[src/rtl/adc_seq_pkg.sv]
package adc_seq_pkg;

    typedef enum logic [2:0] {
        ST_IDLE,
        ST_ARMED,
        ST_SAMPLE,
        ST_CONVERT,
        ST_XFER
    } seq_state_t;

endpackage

[src/rtl/adc_prescaler.sv]
module adc_prescaler #(
    parameter int STAGES = 7,
    parameter int SEL_W  = $clog2(STAGES + 1)
) (
    input  logic             clk,
    input  logic             rst_n,
    input  logic             en,
    input  logic [SEL_W-1:0] sel,
    output logic             tick
);

    logic [STAGES-1:0] cnt_q;
    logic [STAGES-1:0] tap_mask;
    int unsigned       depth;

    // Held at zero while disabled; counts every cycle while enabled.
    always_ff @(posedge clk or negedge rst_n) begin
        if (!rst_n)   cnt_q <= '0;
        else if (!en) cnt_q <= '0;
        else          cnt_q <= cnt_q + 1'b1;
    end

    // Codes 0 and 1 both select the shallowest tap.
    assign depth = (sel < SEL_W'(2)) ? 1 : int'(sel);

    for (genvar g = 0; g < STAGES; g++) begin : g_tap
        assign tap_mask[g] = (g < depth);
    end

    assign tick = en && ((cnt_q & tap_mask) == tap_mask);

    // the smallest period is two clocks, so ticks never come back to back.
    a_r2_tick_gap: assert property (@(posedge clk) disable iff (!rst_n)
        tick |=> !tick);

endmodule

[src/rtl/adc_sar.sv]
module adc_sar #(
    parameter int BITS = 10
) (
    input  logic            clk,
    input  logic            rst_n,
    input  logic            init,
    input  logic            step,
    input  logic            cmp_hi,
    output logic [BITS-1:0] trial
);

    logic [BITS-1:0] val_q;
    logic [BITS-1:0] mask_q;

    always_ff @(posedge clk or negedge rst_n) begin
        if (!rst_n) begin
            val_q  <= '0;
            mask_q <= '0;
        end else if (init) begin
            val_q  <= {1'b1, {(BITS-1){1'b0}}};
            mask_q <= {1'b1, {(BITS-1){1'b0}}};
        end else if (step) begin
            val_q  <= (cmp_hi ? val_q : (val_q & ~mask_q)) | (mask_q >> 1);
            mask_q <= mask_q >> 1;
        end
    end

    assign trial = val_q;

    // at most one bit is under trial at any time.
    a_r5_one_trial_bit: assert property (@(posedge clk) disable iff (!rst_n)
        $onehot0(mask_q));

    // a positive decision keeps the bit it was made for.
    a_r5_bit_kept: assert property (@(posedge clk) disable iff (!rst_n)
        (step && !init && cmp_hi && (mask_q != '0)) |=> ((val_q & $past(mask_q)) != '0));

endmodule

[src/rtl/adc_sequencer.sv]
module adc_sequencer
    import adc_seq_pkg::*;
#(
    parameter int RES_BITS     = 10,
    parameter int CH_W         = 3,
    parameter int PRESC_STAGES = 7,
    parameter int NORM_CYCLES  = 13,
    parameter int EXT_CYCLES   = 25,
    parameter int SEL_W        = $clog2(PRESC_STAGES + 1)
) (
    input  logic                clk,
    input  logic                rst_n,
    input  logic                en,
    input  logic                start,
    input  logic                free_run,
    input  logic [SEL_W-1:0]    psel,
    input  logic [CH_W-1:0]     chan_sel,
    input  logic                cmp_hi,
    input  logic                irq_ack,
    output logic                busy,
    output logic                sampling,
    output logic [RES_BITS-1:0] dac_code,
    output logic [CH_W-1:0]     chan_active,
    output logic [RES_BITS-1:0] result,
    output logic                done,
    output logic                irq
);

    localparam int CNT_W = $clog2(EXT_CYCLES);
    localparam logic [CNT_W-1:0] N_SAMP_LAST = CNT_W'(NORM_CYCLES - RES_BITS - 2);
    localparam logic [CNT_W-1:0] E_SAMP_LAST = CNT_W'(EXT_CYCLES - RES_BITS - 2);
    localparam logic [CNT_W-1:0] N_LAST      = CNT_W'(NORM_CYCLES - 1);
    localparam logic [CNT_W-1:0] E_LAST      = CNT_W'(EXT_CYCLES - 1);

    seq_state_t          state_q, state_d;
    logic                tick;
    logic [CNT_W-1:0]    tcnt_q;
    logic                long_q, ext_pend_q;
    logic                busy_q, done_q, irq_q;
    logic [RES_BITS-1:0] result_q;
    logic [CH_W-1:0]     chan_q;
    logic [CNT_W-1:0]    samp_last, conv_last, bits_last;
    logic                conv_begin, complete, sar_step;
    logic [RES_BITS-1:0] trial;

    adc_prescaler #(.STAGES(PRESC_STAGES), .SEL_W(SEL_W)) u_presc (
        .clk  (clk),
        .rst_n(rst_n),
        .en   (en),
        .sel  (psel),
        .tick (tick)
    );

    adc_sar #(.BITS(RES_BITS)) u_sar (
        .clk   (clk),
        .rst_n (rst_n),
        .init  (conv_begin),
        .step  (sar_step),
        .cmp_hi(cmp_hi),
        .trial (trial)
    );

    assign samp_last = long_q ? E_SAMP_LAST : N_SAMP_LAST;
    assign conv_last = long_q ? E_LAST : N_LAST;
    assign bits_last = conv_last - 1'b1;

    assign conv_begin = tick && ((state_q == ST_ARMED) || ((state_q == ST_XFER) && free_run));
    assign complete   = tick && (state_q == ST_XFER);
    assign sar_step   = tick && (state_q == ST_CONVERT);

    // State register
    always_ff @(posedge clk or negedge rst_n) begin
        if (!rst_n) state_q <= ST_IDLE;
        else        state_q <= state_d;
    end

    // Next-state logic
    always_comb begin
        state_d = state_q;
        if (!en) begin
            state_d = ST_IDLE;
        end else begin
            unique case (state_q)
                ST_IDLE:    if (start) state_d = ST_ARMED;
                ST_ARMED:   if (tick) state_d = ST_SAMPLE;
                ST_SAMPLE:  if (tick && (tcnt_q == samp_last)) state_d = ST_CONVERT;
                ST_CONVERT: if (tick && (tcnt_q == bits_last)) state_d = ST_XFER;
                ST_XFER:    if (tick) state_d = free_run ? ST_SAMPLE : ST_IDLE;
                default:    state_d = ST_IDLE;
            endcase
        end
    end

    // Outputs and sequencing registers
    always_ff @(posedge clk or negedge rst_n) begin
        if (!rst_n) begin
            tcnt_q     <= '0;
            long_q     <= 1'b0;
            ext_pend_q <= 1'b1;
            busy_q     <= 1'b0;
            done_q     <= 1'b0;
            irq_q      <= 1'b0;
            result_q   <= '0;
            chan_q     <= '0;
        end else begin
            done_q <= complete;

            if (complete)     irq_q <= 1'b1;
            else if (irq_ack) irq_q <= 1'b0;

            if (complete) result_q <= trial;

            if (conv_begin)
                tcnt_q <= '0;
            else if (tick && ((state_q == ST_SAMPLE) || (state_q == ST_CONVERT)))
                tcnt_q <= tcnt_q + 1'b1;

            if (!en) begin
                ext_pend_q <= 1'b1;
                busy_q     <= 1'b0;
            end else begin
                if (conv_begin) begin
                    long_q     <= ext_pend_q;
                    ext_pend_q <= 1'b0;
                end
                if ((state_q == ST_IDLE) && start) busy_q <= 1'b1;
                else if (complete && !free_run)   busy_q <= 1'b0;
                if ((state_q == ST_IDLE) || (state_q == ST_ARMED) || (complete && free_run))
                    chan_q <= chan_sel;
            end
        end
    end

    assign busy        = busy_q;
    assign sampling    = (state_q == ST_SAMPLE);
    assign dac_code    = trial;
    assign chan_active = chan_q;
    assign result      = result_q;
    assign done        = done_q;
    assign irq         = irq_q;

    // one cycle after the enable is low, the block is idle and not busy.
    a_r1_off_idle: assert property (@(posedge clk) disable iff (!rst_n)
        !en |=> ((state_q == ST_IDLE) && !busy_q));

    // any non-idle state is reflected in the start bit readback.
    a_r3_busy_cover: assert property (@(posedge clk) disable iff (!rst_n)
        (state_q != ST_IDLE) |-> busy_q);

    // the transfer cycle sits at the last index of the conversion.
    a_r4_xfer_index: assert property (@(posedge clk) disable iff (!rst_n)
        (state_q == ST_XFER) |-> (tcnt_q == conv_last));

    // the applied channel is frozen during sample and convert.
    a_r7_chan_frozen: assert property (@(posedge clk) disable iff (!rst_n)
        (((state_q == ST_SAMPLE) || (state_q == ST_CONVERT)) &&
         (($past(state_q) == ST_SAMPLE) || ($past(state_q) == ST_CONVERT)))
        |-> $stable(chan_q));

    // done is a single-cycle pulse.
    a_r8_done_pulse: assert property (@(posedge clk) disable iff (!rst_n)
        done_q |=> !done_q);

    // the flag is set whenever done is shown.
    a_r8_irq_on_done: assert property (@(posedge clk) disable iff (!rst_n)
        done_q |-> irq_q);

    // disabling arms an extended conversion.
    a_r9_abort_extends: assert property (@(posedge clk) disable iff (!rst_n)
        $fell(en) |=> ext_pend_q);

endmodule

[config.mk]
export PLATFORM = sky130hd
export DESIGN_NAME = adc_sequencer
export DESIGN_NICKNAME = d
export VERILOG_FILES = /design/src/rtl/adc_seq_pkg.sv /design/src/rtl/adc_prescaler.sv /design/src/rtl/adc_sar.sv /design/src/rtl/adc_sequencer.sv
export SDC_FILE = /design/constraint.sdc
export NUM_CORES = 1
export LEC_CHECK = 0
export ABC_AREA = 0
export BUFFER_PORTS_ARGS = -buffer_cell sky130_fd_sc_hd__buf_2
export CORE_MARGIN = 10
export CORE_UTILIZATION = 40
export DETAILED_ROUTE_END_ITERATION = 12
export PLACE_DENSITY = 0.72
export RECOVER_POWER = 50
export SLEW_MARGIN = 20
export SYNTH_ARGS = -nofsm -noshare
export SYNTH_HDL_FRONTEND = slang
export SYNTH_SLANG_ARGS = --single-unit
[constraint.sdc]
create_clock -name clk -period 1.98 [get_ports clk]
set_input_delay 0.297 -clock clk [delete_from_list [all_inputs] [get_ports clk]]
set_output_delay 0.297 -clock clk [all_outputs]
set_load 0.03 [all_outputs]
==> impl_results.md <==
* Worst path arrival time at around 2000 ps
* Main combinational cell family by area after synthesis: simple AND/OR/NAND/NOR gates
* Met2 Resource Use GR at 0.178
* GP Congestion at 0.858
* Setup TNS at 0 ps
* Post-synthesis sequential area ratio at 0.515
* Most frequent cell after synthesis: dfrtp_1
* VDD IR-drop max at approximately 0.36 mV
* Max Clk Rate at between 500 and 600 MHz
* Num rows at 29
* Syn Nets at roughly 250
* DR pass1 iterations at 4
* Number of vias per cell at between 5 and 6
* Vias in the first global route at roughly 1900
* Flops & latches, synth at between 50 and 60
* Max stage delay on crit path at approximately 450 ps
* CP max-delay cell: dfrtp_1
* Mux contribution to synthesized area at 0.0792
* Commonest cells post-synth: 52 x dfrtp_1, 17 x nand3_1, 17 x o21ai_0
* Area grow syn2layout at 15.2%
* Max Clock Skew at about 8.5 ps
* Total core area at ~6300 µm²
* DIE AREA at 10100 µm²
* Netlist Area Pre-Place at approximately 2600 µm²
* Clock-pin slew on the worst setup and hold paths at 100 ps
* Yosys warns at 0
* Post-Synthesis Cells at about 240
* Kind of critical path: flop to flop
* Post-Route Hold Slack at roughly 170 ps
* Die X-Extent at around 100 µm
* Largest cells by area after synthesis: dfrtp_1 51%, mux2_4 4.1%, nand3_1 3.3%, o21ai_0 3.3%, a22o_1 3.1%
* DP HPWL at ~4 mm
* Buf/Inv on CP at 0
* Detail Route Antenna Nets at 0
* Pleak at between 0.001 and 0.0015 µW
* Power Total at 2530 µW
* CTS tree: built
* Port bufs at 39
* Clock root cell: clkbuf_8
* First-pass GRT wire length at about 9.1 mm
* Global route hottest layer: met2
* Synth Area in Compound Gates at 0.162
* CP Max Fanout at 13
* Largest net degree at the start of global routing at 54
* Yosys top cell by area: dfrtp_1
* DR vias at about 2000
* Drt drc at 0
* Max-Cap Viols at 0
* Main synth FF type: dfrtp_1
* Post-synth top area share at 0.505
* Final hold violation count at 0
* Hold Path Class: primary input to flop
* Final net count at between 200 and 300
* Tcrit/Tclk final at 0.918
* FILL cells at around 600
* Final wirelength at ~5.5 mm
* Simple-gate share of the synthesized area at 0.179
* I/O pin count at 40
* WL/cell at ~15 µm
* Rel. slew slack at 0.156
* Met1 Use GR at 0.137
* Multi-input gate area at ~1200 µm²
* Average size of a mapped cell at ~11 µm²
* Initial Util at 0.408
* Initial antenna violation count at 0
* Clk sinks at between 50 and 60
* Ys async rst share at 1.00
* Clock latency reported for the late side of the worst-skew pair at ~310 ps
* Final setup violation count at 0
* Post-synthesis xor/xnor area fraction at 0.0170
* Die Y at 100 µm
* Worst slew pin tran at 1270 ps
* Grt ovf at 0
* CTS Buffer Depth at 2
* Startpoint types: flop
* Register area at roughly 1300 µm²
* Req. time, crit path at between 2000 and 2500 ps
* Post-synth EDFFs at 0
* CTS Buf Count at 5
* GRT Total Usage at 0.110
* Synth cell types at between 40 and 50
* Fin. max-slew vios at 0
* Antenna Cells at 0
* CP cell instances: nand2_1 -> o21ai_2 -> and3_1 -> nand4_4 -> mux2_4
* Initial drt markers at 121
* Element type at the critical path end: flop
* Crit-path leading delay family: simple AND/OR/NAND/NOR gates
* Met3 Use GR at 0.0309
* Unrepaired setup endpoints after global routing: false
* PwrDens at between 800 and 900 nW/µm²
* Minimum clock period at between 1500 and 2000 ps
* Max H-tree Level at 2
* Post-Synth Adder-Cell Area at 0.0146
* Layout cell share with drive strength beyond 1 at 0.246
* Outcome: finished clean
==> metrics by stage <==
step / cells / util / cell area (µm²) / setup WS (ps)
2_1_floorplan: 235 / - / 2580 / 269
3_3_place_gp: 350 / 0.457 / 2880 / 151
3_5_place_dp: 350 / 0.457 / 2880 / 126
4_1_cts: 358 / 0.472 / 2980 / 125
5_1_grt: 358 / 0.470 / 2970 / 27.8
6_report: 358 / 0.470 / 2970 / 162
==> final timing paths <==
kind | from | to | slack (ps) | cells after the start
worst min-delay path | irq_ack | irq | 170 | 2
min in group asynchronous | rst_n | done | 330 | 2
max in group asynchronous | rst_n | chan_active[0] | 880 | 2
worst min register to register | ext_pend_q | ext_pend_q | 490 | 2
worst max-delay path | u_presc.cnt_q[2] | result[6] | 160 | 5
worst max register to register | u_presc.cnt_q[2] | result[6] | 160 | 5
==> worst reg2reg max path, cell delays in order, from the launching register on <==
cell and delay, ps:
dfrtp_1 450, nand2_1 150, o21ai_2 190, and3_1 240, nand4_4 290, mux2_4 390
==> routing by layer <==
metal | part of all wire | up-vias
met4 | 0.014 | 0
met5 | 0 | -
met1 | 0.45 | 990
met3 | 0.050 | 7
li1 | - | 945
met2 | 0.48 | 46
==> sequential cells by signal, indices dropped and copies added (netlist names) <==
signal	flops
state_q	3
long_q	1
irq	1
tcnt_q	5
done	1
result	10
ext_pend_q	1
u_presc.cnt_q	7
u_sar.mask_q	10
busy	1
u_sar.trial	10
chan_active	3
==> cell usage in the layout, fill, tap and decap left out, types with 4 or more instances in the layout <==
master    Yosys  routed
nor2b_1       5       5
inv_1         5       5
nand2b_1      4       4
or3_1         4       4
nand2_1      10      10
buf_4         0      10
nand3_1      17      17
buf_2         6      30
o31ai_1       6       6
clkbuf_8      0       5
dfrtp_1      52      52
nor2_1       10       9
mux2_4        7       7
a21oi_1      13      13
a22o_1        9       9
mux2_2        7       7
o21ai_0      17      17
clkbuf_1      4       9
nand3b_1     10      10
and3_1        4       4
==> area by class of cell <==
type | instances | share of cell area
Sequential cell | 53 | 0.447
Multi-Input combinational cell | 165 | 0.393
Timing Repair Buffer | 50 | 0.0890
Tap cell | 77 | 0.0325
Clock buffer | 5 | 0.0232
Clock inverter | 3 | 0.00886
Inverter | 5 | 0.00633
==> repair_timing <==
action	CTS	global route
endpoints found under the setup margin	0	9
buffers inserted	0	0
hold buffers	0	0
gates resized for setup	0	1
==> report_power, final <==
part,switching [µW],internal (µW)
clock,381,258
sequential,93.6,1170
combinational,378,253
total,853,1680
==> logic make-up (layout without fill, tap and decap cells) <==
group                      Yosys count  in the layout
DFF                                 53             53
and+or+nand+nor                     78             78
buffers and inverters               17             63
AOI/OAI and AO/OA                   63             63
xor gates and xnor gates             5              5
adders and majority gates            3              3
muxes                               16             16
Note: power is estimated with default switching activity, not from simulation.
